**src/rtl/isa_dec_pkg.sv**
```systemverilog
// Package: shared widths, region bounds and target type for the ISA window decoder.
// Assumes a byte-addressed host bus with eight byte lanes.
package isa_dec_pkg;
    localparam int HOST_AW = 32;
    localparam int ISA_AW  = 24;
    localparam int LOW_AW  = 20;
    localparam int BE_W    = 8;
    localparam int BYTE_AW = $clog2(BE_W);

    // Host-side boundaries (exclusive ends) of the low regions
    localparam logic [HOST_AW-1:0] MAIN_LO_END = 32'h000A_0000;
    localparam logic [HOST_AW-1:0] LEGACY_END  = 32'h0010_0000;
    localparam logic [HOST_AW-1:0] MAIN_HI_END = 32'h0800_0000;
    // Offsets inside the top 16 MB of host space
    localparam logic [ISA_AW-1:0]  HIWIN_BASE  = 24'hF8_0000;
    localparam logic [ISA_AW-1:0]  ROM_BASE    = 24'hFE_0000;

    typedef enum logic [1:0] {
        TGT_MAIN = 2'd0,
        TGT_ISA  = 2'd1,
        TGT_ROM  = 2'd2,
        TGT_NONE = 2'd3
    } tgt_e;
endpackage

```
**src/rtl/isa_be_encoder.sv**
```systemverilog
// Module: turns active-low byte enables into the byte offset of the lowest
// enabled lane, plus a flag that says whether any lane is enabled.
// Assumes BYTE_AW is wide enough to index BE_W lanes.
module isa_be_encoder #(
    parameter int BE_W    = 8,
    parameter int BYTE_AW = 3
) (
    input  logic [BE_W-1:0]    be_n,
    output logic [BYTE_AW-1:0] byte_off,
    output logic               any_en
);
    // Priority scan: the lowest enabled lane wins because it is written last.
    always_comb begin
        byte_off = '0;
        for (int i = BE_W - 1; i >= 0; i--) begin
            if (!be_n[i]) byte_off = BYTE_AW'(i);
        end
    end

    // A cycle counts only if at least one lane is enabled.
    assign any_en = ~&be_n;
endmodule

```
**src/rtl/isa_region_decode.sv**
```systemverilog
// Module: combinational address map. It classifies a host address (without
// byte bits) and forms the upper ISA address bits for ISA targets.
// Assumes HOST_AW > ISA_AW > LOW_AW > BYTE_AW.
module isa_region_decode
    import isa_dec_pkg::*;
#(
    parameter int HA_W  = 32,
    parameter int IA_W  = 24,
    parameter int LA_W  = 20,
    parameter int BA_W  = 3
) (
    input  logic [HA_W-1:BA_W] addr_hi,
    output tgt_e               tgt,
    output logic [IA_W-1:BA_W] isa_hi,
    output logic               low_mb
);
    logic [HA_W-1:0] full;
    logic            top_ok;
    logic            in_main;
    logic            in_legacy;
    logic            in_hiwin;
    logic            in_rom;

    assign full = {addr_hi, {BA_W{1'b0}}};

    // Region membership tests; the upper-byte check guards both top regions.
    always_comb begin
        top_ok    = &full[HA_W-1:IA_W];
        in_main   = (full < HA_W'(MAIN_LO_END)) ||
                    ((full >= HA_W'(LEGACY_END)) && (full < HA_W'(MAIN_HI_END)));
        in_legacy = (full >= HA_W'(MAIN_LO_END)) && (full < HA_W'(LEGACY_END));
        in_hiwin  = top_ok && (full[IA_W-1:0] >= IA_W'(HIWIN_BASE)) &&
                    (full[IA_W-1:0] < IA_W'(ROM_BASE));
        in_rom    = top_ok && (full[IA_W-1:0] >= IA_W'(ROM_BASE));
    end

    // Select the one target and build the ISA-side address.
    always_comb begin
        tgt    = TGT_NONE;
        isa_hi = '0;
        if (in_main) begin
            tgt = TGT_MAIN;
        end else if (in_legacy || in_hiwin) begin
            tgt    = TGT_ISA;
            isa_hi = full[IA_W-1:BA_W];
        end else if (in_rom) begin
            tgt = TGT_ROM;
        end
        low_mb = (tgt == TGT_ISA) && ~|isa_hi[IA_W-1:LA_W];
    end
endmodule

```
**src/rtl/isa_cycle_regs.sv**
```systemverilog
// Module: output register stage. It loads a decode result when an idle cycle
// starts, holds it until the end pulse, and then returns to idle.
// Assumes the decode inputs are stable in the clock where cyc_start is high.
module isa_cycle_regs
    import isa_dec_pkg::*;
#(
    parameter int IA_W = 24,
    parameter int BA_W = 3
) (
    input  logic               clk,
    input  logic               rst_n,
    input  logic               cyc_start,
    input  logic               cyc_end,
    input  logic               be_any,
    input  logic               wr,
    input  tgt_e               tgt,
    input  logic [IA_W-1:BA_W] isa_hi,
    input  logic [BA_W-1:0]    byte_off,
    input  logic               low_mb,
    output logic [IA_W-1:0]    isa_addr,
    output logic               full_rd_n,
    output logic               full_wr_n,
    output logic               low_rd_n,
    output logic               low_wr_n,
    output logic               mem_sel,
    output logic               rom_sel,
    output logic               decode_miss
);
    logic            busy;
    logic            is_isa;
    logic [IA_W-1:0] nxt_addr;

    // Next-value terms for a cycle that is being opened.
    always_comb begin
        is_isa   = (tgt == TGT_ISA);
        nxt_addr = is_isa ? {isa_hi, byte_off} : '0;
    end

    // Cycle state: reset or end clears; an idle start with lanes loads.
    always_ff @(posedge clk) begin
        if (!rst_n || (busy && cyc_end)) begin
            busy        <= 1'b0;
            isa_addr    <= '0;
            full_rd_n   <= 1'b1;
            full_wr_n   <= 1'b1;
            low_rd_n    <= 1'b1;
            low_wr_n    <= 1'b1;
            mem_sel     <= 1'b0;
            rom_sel     <= 1'b0;
            decode_miss <= 1'b0;
        end else if (!busy && cyc_start && be_any) begin
            busy        <= 1'b1;
            isa_addr    <= nxt_addr;
            full_rd_n   <= !(is_isa && !wr);
            full_wr_n   <= !(is_isa && wr);
            low_rd_n    <= !(is_isa && low_mb && !wr);
            low_wr_n    <= !(is_isa && low_mb && wr);
            mem_sel     <= (tgt == TGT_MAIN);
            rom_sel     <= (tgt == TGT_ROM);
            decode_miss <= (tgt == TGT_NONE);
        end
    end
endmodule

```
**src/rtl/isa_window_decoder.sv**
```systemverilog
// Module: top of the host-to-ISA memory window decoder. It joins the
// byte-lane encoder, the region decoder and the registered output stage.
// Assumes host_addr and host_be_n are valid while cyc_start is high.
module isa_window_decoder
    import isa_dec_pkg::*;
#(
    parameter int HA_W = isa_dec_pkg::HOST_AW,
    parameter int IA_W = isa_dec_pkg::ISA_AW,
    parameter int LA_W = isa_dec_pkg::LOW_AW,
    parameter int BE_N = isa_dec_pkg::BE_W,
    localparam int BA_W = $clog2(BE_N)
) (
    input  logic               clk,
    input  logic               rst_n,
    input  logic               cyc_start,
    input  logic               cyc_end,
    input  logic [HA_W-1:BA_W] host_addr,
    input  logic [BE_N-1:0]    host_be_n,
    input  logic               host_wr,
    output logic [IA_W-1:0]    isa_addr,
    output logic               full_rd_n,
    output logic               full_wr_n,
    output logic               low_rd_n,
    output logic               low_wr_n,
    output logic               mem_sel,
    output logic               rom_sel,
    output logic               decode_miss
);
    logic [BA_W-1:0]    byte_off;
    logic               be_any;
    tgt_e               tgt;
    logic [IA_W-1:BA_W] isa_hi;
    logic               low_mb;

    isa_be_encoder #(.BE_W(BE_N), .BYTE_AW(BA_W)) u_be (
        .be_n     (host_be_n),
        .byte_off (byte_off),
        .any_en   (be_any)
    );

    isa_region_decode #(.HA_W(HA_W), .IA_W(IA_W), .LA_W(LA_W), .BA_W(BA_W)) u_map (
        .addr_hi (host_addr),
        .tgt     (tgt),
        .isa_hi  (isa_hi),
        .low_mb  (low_mb)
    );

    isa_cycle_regs #(.IA_W(IA_W), .BA_W(BA_W)) u_regs (
        .clk         (clk),
        .rst_n       (rst_n),
        .cyc_start   (cyc_start),
        .cyc_end     (cyc_end),
        .be_any      (be_any),
        .wr          (host_wr),
        .tgt         (tgt),
        .isa_hi      (isa_hi),
        .byte_off    (byte_off),
        .low_mb      (low_mb),
        .isa_addr    (isa_addr),
        .full_rd_n   (full_rd_n),
        .full_wr_n   (full_wr_n),
        .low_rd_n    (low_rd_n),
        .low_wr_n    (low_wr_n),
        .mem_sel     (mem_sel),
        .rom_sel     (rom_sel),
        .decode_miss (decode_miss)
    );
endmodule

```
**config.mk**
```make
export PLATFORM = sky130hd
export DESIGN_NAME = isa_window_decoder
export DESIGN_NICKNAME = d
export VERILOG_FILES = /design/src/rtl/isa_dec_pkg.sv /design/src/rtl/isa_be_encoder.sv /design/src/rtl/isa_region_decode.sv /design/src/rtl/isa_cycle_regs.sv /design/src/rtl/isa_window_decoder.sv
export SDC_FILE = /design/constraint.sdc
export NUM_CORES = 1
export LEC_CHECK = 0
export ABC_AREA = 1
export BUFFER_PORTS_ARGS = -buffer_cell sky130_fd_sc_hd__buf_2
export CAP_MARGIN = 10
export CORE_UTILIZATION = 49
export DETAILED_ROUTE_END_ITERATION = 6
export PLACE_DENSITY = 0.81
export REMOVE_ABC_BUFFERS = 1
export SYNTH_ARGS = -nofsm -noshare
export SYNTH_HDL_FRONTEND = slang
export SYNTH_HIERARCHICAL = 1
export SYNTH_SLANG_ARGS = --single-unit
```
**constraint.sdc**
```tcl
create_clock -name clk -period 2.05 [get_ports clk]
set_input_delay 0.41 -clock clk [delete_from_list [all_inputs] [get_ports clk]]
set_output_delay 0.41 -clock clk [all_outputs]
set_load 0.05 [all_outputs]
```
======== Word level (Yosys, flattened, before mapping) ========
Cells that the tools add are included.
storage, ports and cells
  flip-flop bits (word level) ............. 32
  latch bits .............................. 0
  bits in writable memories ............... 0
  ROM bits ................................ 0
  input port bits ......................... 42
  memories kept ........................... 0
operators by class
  add/sub/neg operators ................... 0
  multiply operators ...................... 0
  div/mod/pow operators ................... 0
  order comparisons ....................... 8
  equal/unequal tests ..................... 3
  shift-type cells ........................ 0
  multiplexer cells ....................... 14
  bitwise operators ....................... 0
  reduce and logical (&&, ||, !) cells .... 30
operators by type and width
  cell                  number
  $ge 24x24->1 const B  2
  $mux 21               2
  $ge 32x20->1 const B  1
  $ge 32x21->1 const B  1
  $lt 32x20->1 const B  1
  $lt 32x21->1 const B  1
  $lt 32x28->1 const B  1
  $lt 24x24->1 const B  1
  $mux 24               1
  $mux 3                8
  $reduce_and 8->1      2
  $logic_and 1x1->1     14
  $logic_not 1->1       9
  $eq 2x2->1 const B    2
  $mux 2                2
  $reduce_or 4->1       1
  $logic_or 1x1->1      3
  $eq 2x1->1 const B    1
  $logic_not 2->1       1
  $mux 1                1

======== Logic depth before layout (Yosys ltp) ========
  depth after elaboration ................. 12
  gate-level depth with buffers ........... 12
  mapped depth without buffers ............ 11

======== Hierarchy ========
Netlist, hierarchy kept.
by module, submodules not included
  module             instances  cells an instance  area each (µm²)  seq. area each (µm²)
  isa_cycle_regs     1          203                1417.6           640.6
  isa_region_decode  1          72                 375.4            0.0
  isa_be_encoder     1          18                 78.8             0.0

======== Least setup slack after synthesis ========
Ideal clock, no wire load.
  kind .................................... input to register
  start ................................... input host_addr[28] (netlist name)
  end ..................................... register u_regs.full_rd_n
  library setup time ...................... 0.120 ns
  arrival time ............................ 1.627 ns
  data required time ...................... 1.930 ns
  path slack .............................. 0.303 ns
  stages on the path ...................... 10
  path buffers ............................ 1
  path through ............................ nor2_1 -> nand2_1 -> or2_2 -> a21oi_1 -> nor2_1 -> inv_2 -> buf_4 -> nand3_1 -> a21oi_1 -> nand2_1
between the ends
  cells in the longest elaborated chain, start to end .. 9
RTL lines
  element                                                               line                      text
  from (decl)                                                           isa_window_decoder.sv:17  input logic [HA_W-1:BA_W] host_addr,
  parallel branches: the longest is 5 deep, another holds $ge 32x20->1  n/a
  $mux 2 (*)                                                            isa_region_decode.sv:41   if (in_main) begin
  via tgt[1]                                                            isa_window_decoder.sv:31  tgt_e tgt;
  $eq 2x1->1 (*)                                                        isa_cycle_regs.sv:35      is_isa = (tgt == TGT_ISA);
  $logic_and 1x1->1 (*)                                                 isa_cycle_regs.sv:54      full_rd_n <= !(is_isa && !wr);
  $logic_not 1->1 (*)                                                   isa_cycle_regs.sv:54
  to (signal assigned)                                                  isa_cycle_regs.sv:54
  to (decl)                                                             isa_cycle_regs.sv:21      output logic full_rd_n,
Mark *: on every way through the listed nets, which the timed path passes.
A chain may end at the register's enable or synchronous reset.

======== Final worst setup path ========
  start ................................... input host_addr[30] (netlist name)
  end ..................................... register u_regs.isa_addr[13]
between the ends
  cells in the longest elaborated chain, start to end .. 8
RTL lines
  element                                                               line                      text
  parallel branches: the longest is 5 deep, another holds $ge 32x20->1  n/a
  $mux 2 (*)                                                            isa_region_decode.sv:41
  via tgt[1]                                                            isa_window_decoder.sv:31
  $eq 2x1->1 (*)                                                        isa_cycle_regs.sv:35
  $mux 24 (*)                                                           isa_cycle_regs.sv:36      nxt_addr = is_isa ? {isa_hi, byte_off} : '0;
  to (signal assigned)                                                  isa_cycle_regs.sv:53      isa_addr <= nxt_addr;
  to (decl)                                                             isa_cycle_regs.sv:20      output logic [IA_W-1:0] isa_addr,
Marked as above.

==> impl_metrics.ini <==
[global_route]
grt_pass1_wl_mm = 6.80
grt_overflow = 0
grt_max_degree = 56
grt_pass1_vias = 1681
busiest_layer = met2
use_met2 = 0.347
met1_usage = 0.254
antenna_found_initial = 0
grt_use_met3 = 0.0679
gr-usage-all-layers = 0.210

[placed_design]
gp_congestion = 0.756
dpl.hpwl_mm = 2.83
dpl-instance-area_um2 = 2220
pre_cts_slack_ns = 0.0783
io_buffers = 72
dp.cells = 402

[setup_path]
cp.arrival_ns = 1.89
regToRegStartpoint = u_regs/busy$_SDFFE_PP0P_
slowest_delay_ns = 0.28
end_kind = flip-flop
cp_max_fo = 21
critPathSlowestCell = or2_2
reg2reg_slack_ns = 0.86
start_kind = primary input
cp_cell_sequence = buf_2, nor2_1, nand2_1, or2_2, a21oi_1, nor2_1, inv_2, buf_12, nand3_1, nand2_1, nand2_1, nor2_1
worst_r2r_path_depth = 5
critPathKind = in2reg
critPathLaunch = host_addr[30]
reg2reg_to = u_regs/mem_sel$_SDFFE_PP0P_
cp.required_ns = 2.28
endpoint = u_regs/isa_addr[13]$_SDFFE_PP0P_

[finish]
stdcell_count = 410
nFillCells = 364
drive_gt1_frac = 0.290
flow.area_growth_from_synthesis_pct = 23.7
num-nets-final = 403
antennaDiodeCount = 0
seqCellArea_um2 = 641
final_area_um2 = 2320
post-route-util = 0.633
multiInputGateArea_um2 = 967

[floorplan]
start_util = 0.511
num_io_pins = 73
rows = 22
die_x_um = 63.8
coreArea_um2 = 3660
fp.dieH_um = 63.8
die-area_um2 = 4070

[detailed_routing]
via_per_inst = 4.80
vias = 1966
firstDrtPassIters = 4
remaining_drc_errors = 0
wirelength_mm = 4.02
drt_iter0_drc = 77
wl_per_cell_um = 9.80
antenna_left = 0

[timing]
hold_violations = 0
finalCritPeriodShare = 0.814
fin_worst_skew_ns = 0.00370
holdWs_ns = 0.395
timing.final.ws_setup_ns = 0.381
period_minus_slack_ns = 1.67
final_max_slew_viol_count = 0
final.setup.tns_ns = 0
fmax_ghz = 0.599
worstMarginPinSlew_ns = 0.475
setup_viol = 0
rsz0062_at_grt = false
slew_headroom = 0.683

[hold_path]
min_path_type = in2reg

[logic_synthesis]
yosysWarnings = 6
syn_inst = 293
postSynthAreaPerCell_um2 = 6.39
ys_seq_elements = 32
ys_types = 21
seq_area_frac_synth = 0.342
synth_area_um2 = 1870

[power]
fin_total_pwr_mw = 1.58
power_density_nw_per_um2 = 684
ir_drop_v = 0.000384
p_leak_nw = 1.26

[clock_network]
clk_latency_ns = 0.28
root_buffer = clkbuf_8
clock_path_buffers = 2
hold_buffers = 0
path_clk_slew_ns = 0.07
h-tree-depth = 2
cts.sinks = 32
cts_tree = yes
cts_resized = 0
cts_made_buffers = 5
cts_post_setup_buffers_inserted = 0

[outcome]
outcome = completed

[flow_run]
cap_violations = 0
## cell type report
cell class | count | area share
Clock inverter | 2 | 0.00432
Multi-Input combinational cell | 213 | 0.418
Timing Repair Buffer | 77 | 0.188
Clock buffer | 6 | 0.0357
Inverter | 32 | 0.0519
Sequential cell | 32 | 0.277
Tap cell | 48 | 0.0259
## power breakdown
group          leakage, nW  total, mW  switching [mW]  internal (mW)
Combinational        0.950      0.399           0.285          0.114
Sequential           0.263      0.685          0.0204          0.664
Clock               0.0510      0.501           0.233          0.268
## per-layer routing
metal  routed length (um)  vias up
li1                     -     1043
met2                 1800       65
met1                 1900      853
met3                  278        5
met5                    0        -
met4                   42        0
## flip-flops by register name, indices dropped and copies added, names as in the netlist
signal / count
u_regs/mem_sel: 1
u_regs/decode_miss: 1
u_regs/rom_sel: 1
u_regs/isa_addr: 24
u_regs/low_wr_n: 1
u_regs/busy: 1
u_regs/full_rd_n: 1
u_regs/low_rd_n: 1
u_regs/full_wr_n: 1
## kinds of logic after synthesis
kind of cell           synth area share
buffers and inverters             0.142
AND/OR/NAND/NOR                   0.418
AO/OA/AOI/OAI                    0.0969
flip-flops                        0.342
## synth_stat cells (all sizes together)
cell	number	area share
nand2	81	0.17
nor2	67	0.14
dfxtp	32	0.34
inv	32	0.064
nand3	32	0.092
a21oi	23	0.082
buf	16	0.078
nand4	3	0.010
o21ai	3	0.0080
a31oi	1	0.0033
nor3b	1	0.0040
o21a	1	0.0040
or2	1	0.0033
## worst min-delay path by stage
stage / endpoint / cells after the start / slack (ns) / startpoint
CTS: u_regs/busy$_SDFFE_PP0P_ / 3 / 0.39 / rst_n
finish: u_regs/busy$_SDFFE_PP0P_ / 3 / 0.39 / rst_n
global placement: u_regs/full_rd_n$_SDFFE_PP1P_ / 2 / 0.44 / u_regs/full_rd_n$_SDFFE_PP1P_
detailed placement: u_regs/full_rd_n$_SDFFE_PP1P_ / 2 / 0.45 / u_regs/full_rd_n$_SDFFE_PP1P_
floorplan: u_regs/busy$_SDFFE_PP0P_ / 2 / 0.49 / u_regs/busy$_SDFFE_PP0P_
global route: u_regs/busy$_SDFFE_PP0P_ / 3 / 0.41 / rst_n
## cell usage in the layout (no fill, tap or decap)
master | netlist | routed
a21oi_1 | 13 | 13
a21oi_2 | 10 | 10
a31oi_1 | 1 | 1
buf_12 | 0 | 3
buf_2 | 3 | 72
buf_4 | 4 | 2
clkbuf_8 | 0 | 6
clkinv_2 | 0 | 2
dfxtp_1 | 32 | 32
inv_1 | 30 | 30
inv_2 | 2 | 2
nand2_1 | 79 | 79
nand2_2 | 2 | 2
nand3_1 | 31 | 31
nand3_4 | 1 | 1
nand4_1 | 3 | 3
nor2_1 | 64 | 63
nor2_2 | 1 | 2
nor2_4 | 2 | 2
nor3b_1 | 1 | 1
o21a_1 | 1 | 1
o21ai_0 | 3 | 3
or2_2 | 1 | 1
## critical path: cells and delay by family
family,cells,cell delay (ns)
AOI/OAI and AO/OA,1,0.19
buffers and inverters,3,0.42
and+or+nand+nor,8,0.87
No activity file was read; power rests on OpenSTA's default activity.
